## src/rtl/scsi_acq_pkg.sv

```systemverilog
package scsi_acq_pkg;
  localparam int ID_W   = 3;
  localparam int DATA_W = 1 << ID_W;

  typedef enum logic [3:0] {
    ST_IDLE, ST_WAITFREE, ST_ARB, ST_LOST, ST_SELECT, ST_RESEL_DRV,
    ST_RESEL_WAIT, ST_RECHECK, ST_HOLD, ST_CONN, ST_TMO
  } acq_st_e;

  // one-hot data-bus pattern that stands for a device ID
  function automatic logic [DATA_W-1:0] id_bit(input logic [ID_W-1:0] id);
    logic [DATA_W-1:0] v;
    v = '0;
    v[id] = 1'b1;
    return v;
  endfunction

  // pattern placed on the data lines during reselection
  function automatic logic [DATA_W-1:0] resel_mask(input logic [ID_W-1:0] own,
                                                   input logic [ID_W-1:0] host);
    return id_bit(own) | id_bit(host);
  endfunction
endpackage

```

## src/rtl/acq_cycle_ctr.sv

```systemverilog
module acq_cycle_ctr #(
  parameter int unsigned LIMIT = 8
) (
  input  logic clk,
  input  logic rst_n,
  input  logic clr_i,
  input  logic en_i,
  output logic hit_o
);
  localparam int unsigned CW = (LIMIT > 1) ? $clog2(LIMIT) : 1;
  localparam logic [CW-1:0] LAST = CW'(LIMIT - 1);

  logic [CW-1:0] cnt_q;

  assign hit_o = en_i && (cnt_q == LAST);

  always_ff @(posedge clk or negedge rst_n) begin
    if (!rst_n)          cnt_q <= '0;
    else if (clr_i)      cnt_q <= '0;
    else if (en_i)       cnt_q <= hit_o ? '0 : cnt_q + 1'b1;
  end


  cnt_bound_chk: assert property (@(posedge clk) disable iff (!rst_n)
    cnt_q <= LAST);
endmodule

```

## src/rtl/acq_prio_chk.sv

```systemverilog
module acq_prio_chk
  import scsi_acq_pkg::*;
(
  input  logic [DATA_W-1:0] bus_data_i,
  input  logic [ID_W-1:0]   own_id_i,
  output logic              lose_o
);
  logic [DATA_W-1:0] above;

  for (genvar g = 0; g < DATA_W; g++) begin : g_bit
    assign above[g] = bus_data_i[g] && (ID_W'(g) > own_id_i);
  end

  assign lose_o = |above;
endmodule

```

## src/rtl/scsi_resel_acq.sv

```systemverilog
module scsi_resel_acq
  import scsi_acq_pkg::*;
#(
  parameter int unsigned FREE_DLY_CYC = 80,
  parameter int unsigned ARB_DLY_CYC  = 240,
  parameter int unsigned RSP_TMO_CYC  = 25_000_000
) (
  input  logic              clk,
  input  logic              rst_n,
  input  logic              bus_bsy_i,
  input  logic              bus_sel_i,
  input  logic              bus_rst_i,
  input  logic [DATA_W-1:0] bus_data_i,
  input  logic [ID_W-1:0]   own_id_i,
  input  logic [ID_W-1:0]   host_id_i,
  input  logic              reconnect_req_i,
  output logic              bsy_oe_o,
  output logic              sel_oe_o,
  output logic              io_oe_o,
  output logic [DATA_W-1:0] data_oe_o,
  output logic              done_o,
  output logic              lost_o,
  output logic              timeout_o
);
  acq_st_e st_q, st_d;

  // named internal events
  logic bus_free, free_hit, arb_hit, rsp_hit, lose_seen, rsp_window;

  assign bus_free   = !bus_bsy_i && !bus_sel_i && !bus_rst_i;
  assign rsp_window = (st_q == ST_SELECT) || (st_q == ST_RESEL_DRV) ||
                      (st_q == ST_RESEL_WAIT);

  acq_cycle_ctr #(.LIMIT(FREE_DLY_CYC)) u_free_ctr (
    .clk(clk), .rst_n(rst_n),
    .clr_i(!(st_q == ST_WAITFREE && bus_free)),
    .en_i(st_q == ST_WAITFREE && bus_free),
    .hit_o(free_hit));

  acq_cycle_ctr #(.LIMIT(ARB_DLY_CYC)) u_arb_ctr (
    .clk(clk), .rst_n(rst_n),
    .clr_i(st_q != ST_ARB),
    .en_i(st_q == ST_ARB),
    .hit_o(arb_hit));

  acq_cycle_ctr #(.LIMIT(RSP_TMO_CYC)) u_rsp_ctr (
    .clk(clk), .rst_n(rst_n),
    .clr_i(!rsp_window),
    .en_i(rsp_window),
    .hit_o(rsp_hit));

  acq_prio_chk u_prio (
    .bus_data_i(bus_data_i), .own_id_i(own_id_i), .lose_o(lose_seen));

  always_comb begin
    st_d = st_q;
    unique case (st_q)
      ST_IDLE:       if (reconnect_req_i) st_d = ST_WAITFREE;
      ST_WAITFREE:   if (!reconnect_req_i) st_d = ST_IDLE;
                     else if (free_hit) st_d = ST_ARB;
      ST_ARB:        if (arb_hit) st_d = lose_seen ? ST_LOST : ST_SELECT;
      ST_LOST:       st_d = ST_WAITFREE;
      ST_SELECT:     st_d = ST_RESEL_DRV;
      ST_RESEL_DRV:  st_d = ST_RESEL_WAIT;
      ST_RESEL_WAIT: if (bus_bsy_i) st_d = ST_HOLD;
                     else if (rsp_hit) st_d = ST_RECHECK;
      ST_RECHECK:    st_d = bus_bsy_i ? ST_HOLD : ST_TMO;
      ST_HOLD:       st_d = ST_CONN;
      ST_CONN:       if (!reconnect_req_i) st_d = ST_IDLE;
      ST_TMO:        if (!reconnect_req_i) st_d = ST_IDLE;
      default:       st_d = ST_IDLE;
    endcase
    if (bus_rst_i) st_d = ST_IDLE;
  end

  always_ff @(posedge clk or negedge rst_n) begin
    if (!rst_n) st_q <= ST_IDLE;
    else        st_q <= st_d;
  end

  always_comb begin
    bsy_oe_o  = 1'b0;
    sel_oe_o  = 1'b0;
    io_oe_o   = 1'b0;
    data_oe_o = '0;
    done_o    = 1'b0;
    lost_o    = 1'b0;
    timeout_o = 1'b0;
    unique case (st_q)
      ST_ARB:       begin bsy_oe_o = 1'b1; data_oe_o = id_bit(own_id_i); end
      ST_SELECT:    begin bsy_oe_o = 1'b1; sel_oe_o = 1'b1;
                          data_oe_o = id_bit(own_id_i); end
      ST_RESEL_DRV: begin bsy_oe_o = 1'b1; sel_oe_o = 1'b1; io_oe_o = 1'b1;
                          data_oe_o = resel_mask(own_id_i, host_id_i); end
      ST_RESEL_WAIT:begin sel_oe_o = 1'b1; io_oe_o = 1'b1;
                          data_oe_o = resel_mask(own_id_i, host_id_i); end
      ST_RECHECK:   begin sel_oe_o = 1'b1; io_oe_o = 1'b1; end
      ST_HOLD:      begin bsy_oe_o = 1'b1; sel_oe_o = 1'b1; io_oe_o = 1'b1;
                          data_oe_o = resel_mask(own_id_i, host_id_i); end
      ST_CONN:      begin bsy_oe_o = 1'b1; io_oe_o = 1'b1; done_o = 1'b1; end
      ST_LOST:      lost_o = 1'b1;
      ST_TMO:       timeout_o = 1'b1;
      default:      ;
    endcase
  end


  free_before_claim_chk: assert property (@(posedge clk) disable iff (!rst_n)
    ($rose(bsy_oe_o) && !sel_oe_o) |-> $past(!bus_bsy_i && !bus_sel_i && !bus_rst_i));


  arb_drive_chk: assert property (@(posedge clk) disable iff (!rst_n)
    (bsy_oe_o && !sel_oe_o && !io_oe_o) |-> (data_oe_o == id_bit(own_id_i)));


  lost_pulse_chk: assert property (@(posedge clk) disable iff (!rst_n)
    (lost_o && !bus_rst_i) |=> (!lost_o && !bsy_oe_o && !sel_oe_o));


  win_from_arb_chk: assert property (@(posedge clk) disable iff (!rst_n)
    $rose(sel_oe_o) |-> $past(bsy_oe_o) && !io_oe_o);


  resel_order_chk: assert property (@(posedge clk) disable iff (!rst_n)
    ($fell(bsy_oe_o) && sel_oe_o) |->
      (io_oe_o && data_oe_o == resel_mask(own_id_i, host_id_i)));


  connect_chk: assert property (@(posedge clk) disable iff (!rst_n)
    done_o |-> (bsy_oe_o && io_oe_o && !sel_oe_o && data_oe_o == '0));


  recheck_then_tmo_chk: assert property (@(posedge clk) disable iff (!rst_n)
    $rose(timeout_o) |-> ($past(sel_oe_o) && $past(data_oe_o) == '0 &&
                          !bsy_oe_o && !sel_oe_o && !io_oe_o));


  bus_rst_release_chk: assert property (@(posedge clk) disable iff (!rst_n)
    bus_rst_i |=> (!bsy_oe_o && !sel_oe_o && !io_oe_o && data_oe_o == '0 &&
                   !done_o && !timeout_o && !lost_o));
endmodule

```

## config.mk

```make
export PLATFORM = sky130hd
export DESIGN_NAME = scsi_resel_acq
export DESIGN_NICKNAME = d
export VERILOG_FILES = /design/src/rtl/scsi_acq_pkg.sv /design/src/rtl/acq_cycle_ctr.sv /design/src/rtl/acq_prio_chk.sv /design/src/rtl/scsi_resel_acq.sv
export SDC_FILE = /design/constraint.sdc
export NUM_CORES = 1
export LEC_CHECK = 0
export BUFFER_PORTS_ARGS = -buffer_cell sky130_fd_sc_hd__buf_2
export CAP_MARGIN = 5
export CORE_ASPECT_RATIO = 2
export CORE_MARGIN = 1.5
export CORE_UTILIZATION = 43
export DETAILED_ROUTE_END_ITERATION = 10
export PLACE_DENSITY_LB_ADDON = 0.05
export SYNTH_ARGS = -nofsm -noshare
export SYNTH_HDL_FRONTEND = slang
export SYNTH_SLANG_ARGS = --single-unit
export TNS_END_PERCENT = 10
```

## constraint.sdc

```tcl
create_clock -name clk -period 2.15 [get_ports clk]
set_input_delay 0.1075 -clock clk [delete_from_list [all_inputs] [get_ports clk]]
set_output_delay 0.1075 -clock clk [all_outputs]
set_load 0.03 [all_outputs]
```

==> summary.md <==
| Metric | Value |
|---|---|
| Largest buffer count on any clock path | `2` |
| Final worst path period share | `1.080` |
| Mean instance size in the synthesized netlist | `8.482 µm²` |
| Total number of yosys warnings | `0` |
| Net count after synthesis | `326` |
| Die boundary width | `57.67 µm` |
| Number of distinct standard cells referenced by the synthesized netlist | `44` |
| Top cells by count, synth | `62 x sky130_fd_sc_hd__nor2_1, 44 x sky130_fd_sc_hd__dfrtp_1, 23 x sky130_fd_sc_hd__nand2_1` |
| Post-Layout Cell Count | `417` |
| Peak fanout along the critical path | `3` |
| WL/cell | `approximately 14 µm` |
| Power per standard cell area | `approximately 670 nW/µm²` |
| Number of instances in the placed design | `407` |
| Status | `finished, violations left` |
| Transition at the pin with the smallest max-transition slack | `0.5962 ns` |
| Synthesized netlist cell count | `303` |
| Number of max-cap violations | `0` |
| Total design power | `~2.1 mW` |
| Placeable Area | `5758 µm²` |
| Fraction of final layout cells with drive strength greater than 1 | `0.1994` |
| Worst path max stage delay | `around 0.55 ns` |
| Kind of cell adding the most delay to the critical path | `simple AND/OR/NAND/NOR gates` |
| Mapped Area | `2570 µm²` |
| Synth async-reset ratio | `1.000` |
| Count of cell instances traversed by the critical path | `6` |
| Vias after detailed routing | `2267` |
| Final hold violation count | `0` |
| Number of global-route vias before repair | `2221` |
| Global placement routability congestion | `0.8430` |
| Library cell with the largest summed area after synthesis | `sky130_fd_sc_hd__dfrtp_1` |
| Flop and latch count out of synthesis | `44` |
| Number of buffers inserted during clock tree synthesis | `5` |
| Total detailed-routing wirelength | `5973 µm` |
| Dominant register cell in the synthesized netlist | `sky130_fd_sc_hd__dfrtp_1` |
| CP endpoint kind | `flip-flop` |
| Worst path slowest cell | `sky130_fd_sc_hd__or4b_4` |
| Clock tree from TritonCTS | `done` |
| Global-route wire length before repair | `about 10000 µm` |
| H-tree Lvls | `2` |
| HPWL after detailed placement | `4562 µm` |
| Maximum VDD drop | `just over 0.0006 V` |
| # DRC | `14` |
| Static leakage | `1.362 nW` |
| Length in cells of the worst reg-to-reg path | `6` |
| Clock latency on the worst-skew pair | `between 0.2 and 0.3 ns` |
| Setup repair after global routing missed its margin | `yes` |
| Max-slew violation count | `0` |
| Initial core utilization | `0.4463` |
| Crit Path Category | `flip-flop to flip-flop` |
| Pre-CTS WS | `-0.1980 ns` |
| Startpoint Class | `flip-flop` |
| Port Buf Inserts | `32` |
| Area added between synthesis and finish | `23.03%` |
| Worst Hold Path Cells | `2` |
| Setup TNS Final | `-3.006 ns` |
| Num rows | `39` |
| Clock root cell | `sky130_fd_sc_hd__clkbuf_16` |
| Worst slew margin relative to its limit | `0.6025` |
| Worst min-delay path class | `input port to flip-flop` |
| Clk sinks | `44` |
| CTS clock-pin slew for the worst setup and hold paths | `0.06 ns` |
| Final worst path period need | `2.322 ns` |
| Antenna diodes | `0` |
| WP data required | `approximately 2.3 ns` |
| Initial antenna violation count | `0` |
| Violations in the final reports | `DRC, setup timing` |
| Buffers & Inverters on Critical Path | `0` |
| Antenna Nets Post-Route | `0` |
| Setup slack after layout | `-0.1720 ns` |
| Die area | `approximately 6500 µm²` |
| Overflow after GRT | `0` |
| Crit path DAT | `2.52 ns` |
| CP Cell Sequence | `or4_1, or4_1, or4b_4, a211oi_2, o31ai_1, o31ai_1` |
| Final-layout worst hold slack | `0.09517 ns` |
| Largest cells by area after synthesis | `sky130_fd_sc_hd__dfrtp_1 43%, sky130_fd_sc_hd__nor2_1 9.1%, sky130_fd_sc_hd__xor2_1 6.5%` |
| Worst Clk Skew | `0.008476 ns` |
| Global-route total usage across every layer | `0.2035` |
| I/O pin count | `34` |
| Endpoints failing setup | `27` |
| Portion of synthesized cell area occupied by the leading cell type | `0.4284` |
| Largest net degree at the start of global routing | `22` |
| Count of flip-flops with a built-in enable after synthesis | `0` |
| Die span in y | `roughly 110 µm` |
| Pre-antenna DRT Iters | `7` |
| Peak clock frequency supported by timing | `430.7 MHz` |
| Net count, final | `between 300 and 400` |
| Share of the yosys chip area belonging to registers | `0.4284` |
| Detail-routed via count per cell | `~5.4` |
| Iter 0 DRT Violations | `104` |
| Cell with the most instances after synthesis | `sky130_fd_sc_hd__nor2_1` |
-- logic make-up after synthesis --
kind of cell,count (synthesis),share of synthesized area
buffers and inverters,20,0.03213
muxes,1,0.003895
xor gates and xnor gates,30,0.1022
AOI/OAI and AO/OA,46,0.1134
and+or+nand+nor,158,0.3014
adders and majority gates,4,0.01850
DFF,44,0.4284
-- timing repair --
| action | 4_1_cts | 5_1_grt |
|---|---|---|
| endpoints found under the setup margin | 30 | 35 |
| pin swaps | 1 | 0 |
| hold buffers | 1 | 0 |
| setup buffers | 1 | 0 |
| endpoints found under the hold margin | 19 | 0 |
| resized for setup | 7 | 0 |
-- layout make-up --
cell class / instances / area [µm²]
Clock buffer: 6 / 138.9
Clock inverter: 2 / 38.79
Fill cell: 548 / 2596
Inverter: 9 / 33.78
Multi-Input combinational cell: 239 / 1396
Sequential cell: 44 / 1101
Tap cell: 61 / 76.32
Timing Repair Buffer: 56 / 376.6
-- power breakdown --
| part | switching [mW] | total (mW) | internal [mW] |
|---|---|---|---|
| Combinational | 0.229 | 0.364 | 0.135 |
| Sequential | 0.0107 | 0.855 | 0.844 |
| Clock | 0.317 | 0.898 | 0.582 |
| Total | 0.557 | 2.12 | 1.56 |
-- worst paths after layout --
| path | start | endpoint | slack, ns |
|---|---|---|---|
| setup / recovery | u_rsp_ctr.cnt_q[8] | st_q[0] | -0.17 |
| hold / removal | bus_rst_i | st_q[3] | 0.1 |
| setup reg to reg | u_rsp_ctr.cnt_q[8] | st_q[0] | -0.17 |
| hold reg to reg | u_free_ctr.cnt_q[0] | u_free_ctr.cnt_q[0] | 0.45 |
| max in group asynchronous | rst_n | u_rsp_ctr.cnt_q[10] | 1.27 |
| min in group asynchronous | rst_n | u_arb_ctr.cnt_q[5] | 0.30 |
-- routing by layer --
metal | GRT usage | wire (µm) | up-vias
met5 | 0 | 0 | -
met4 | 0.1070 | 161 | 0
met3 | 0.03571 | 216 | 11
met2 | 0.3750 | 3292 | 39
met1 | 0.2077 | 2302 | 1061
li1 | - | - | 1156
-- placed cells by master, fill, tap and decap left out, drive strengths merged, types with 2 or more instances in the layout --
cell type and n:
nor3b 3, or4b 2, buf 55, a211oi 3, ha 3, nand3 19
o31ai 4, or4 2, a21oi 13, a31oi 3, and3 8, a22oi 2
nor2 62, or3 6, nor4bb 2, nor2b 6, o21ai 11, clkbuf 6
inv 9, xnor2 11, nor3 11, nand3b 3, nand2 23, nand4 3
dfrtp 44, o22ai 2, nand2b 5, xor2 19
-- through the flow --
step           instance area, µm²    util
2_1_floorplan                2570       -
3_3_place_gp                 2948  0.5120
4_1_cts                      3162  0.5491
5_1_grt                      3162  0.5491
6_report                     3162  0.5491
3_5_place_dp                 2948  0.5120
-- sequential cells by signal (all words and copies together), names as in the netlist --
signal	flops
u_arb_ctr.cnt_q	8
u_rsp_ctr.cnt_q	25
st_q	4
u_free_ctr.cnt_q	7
(Power assumes the default switching activity.)
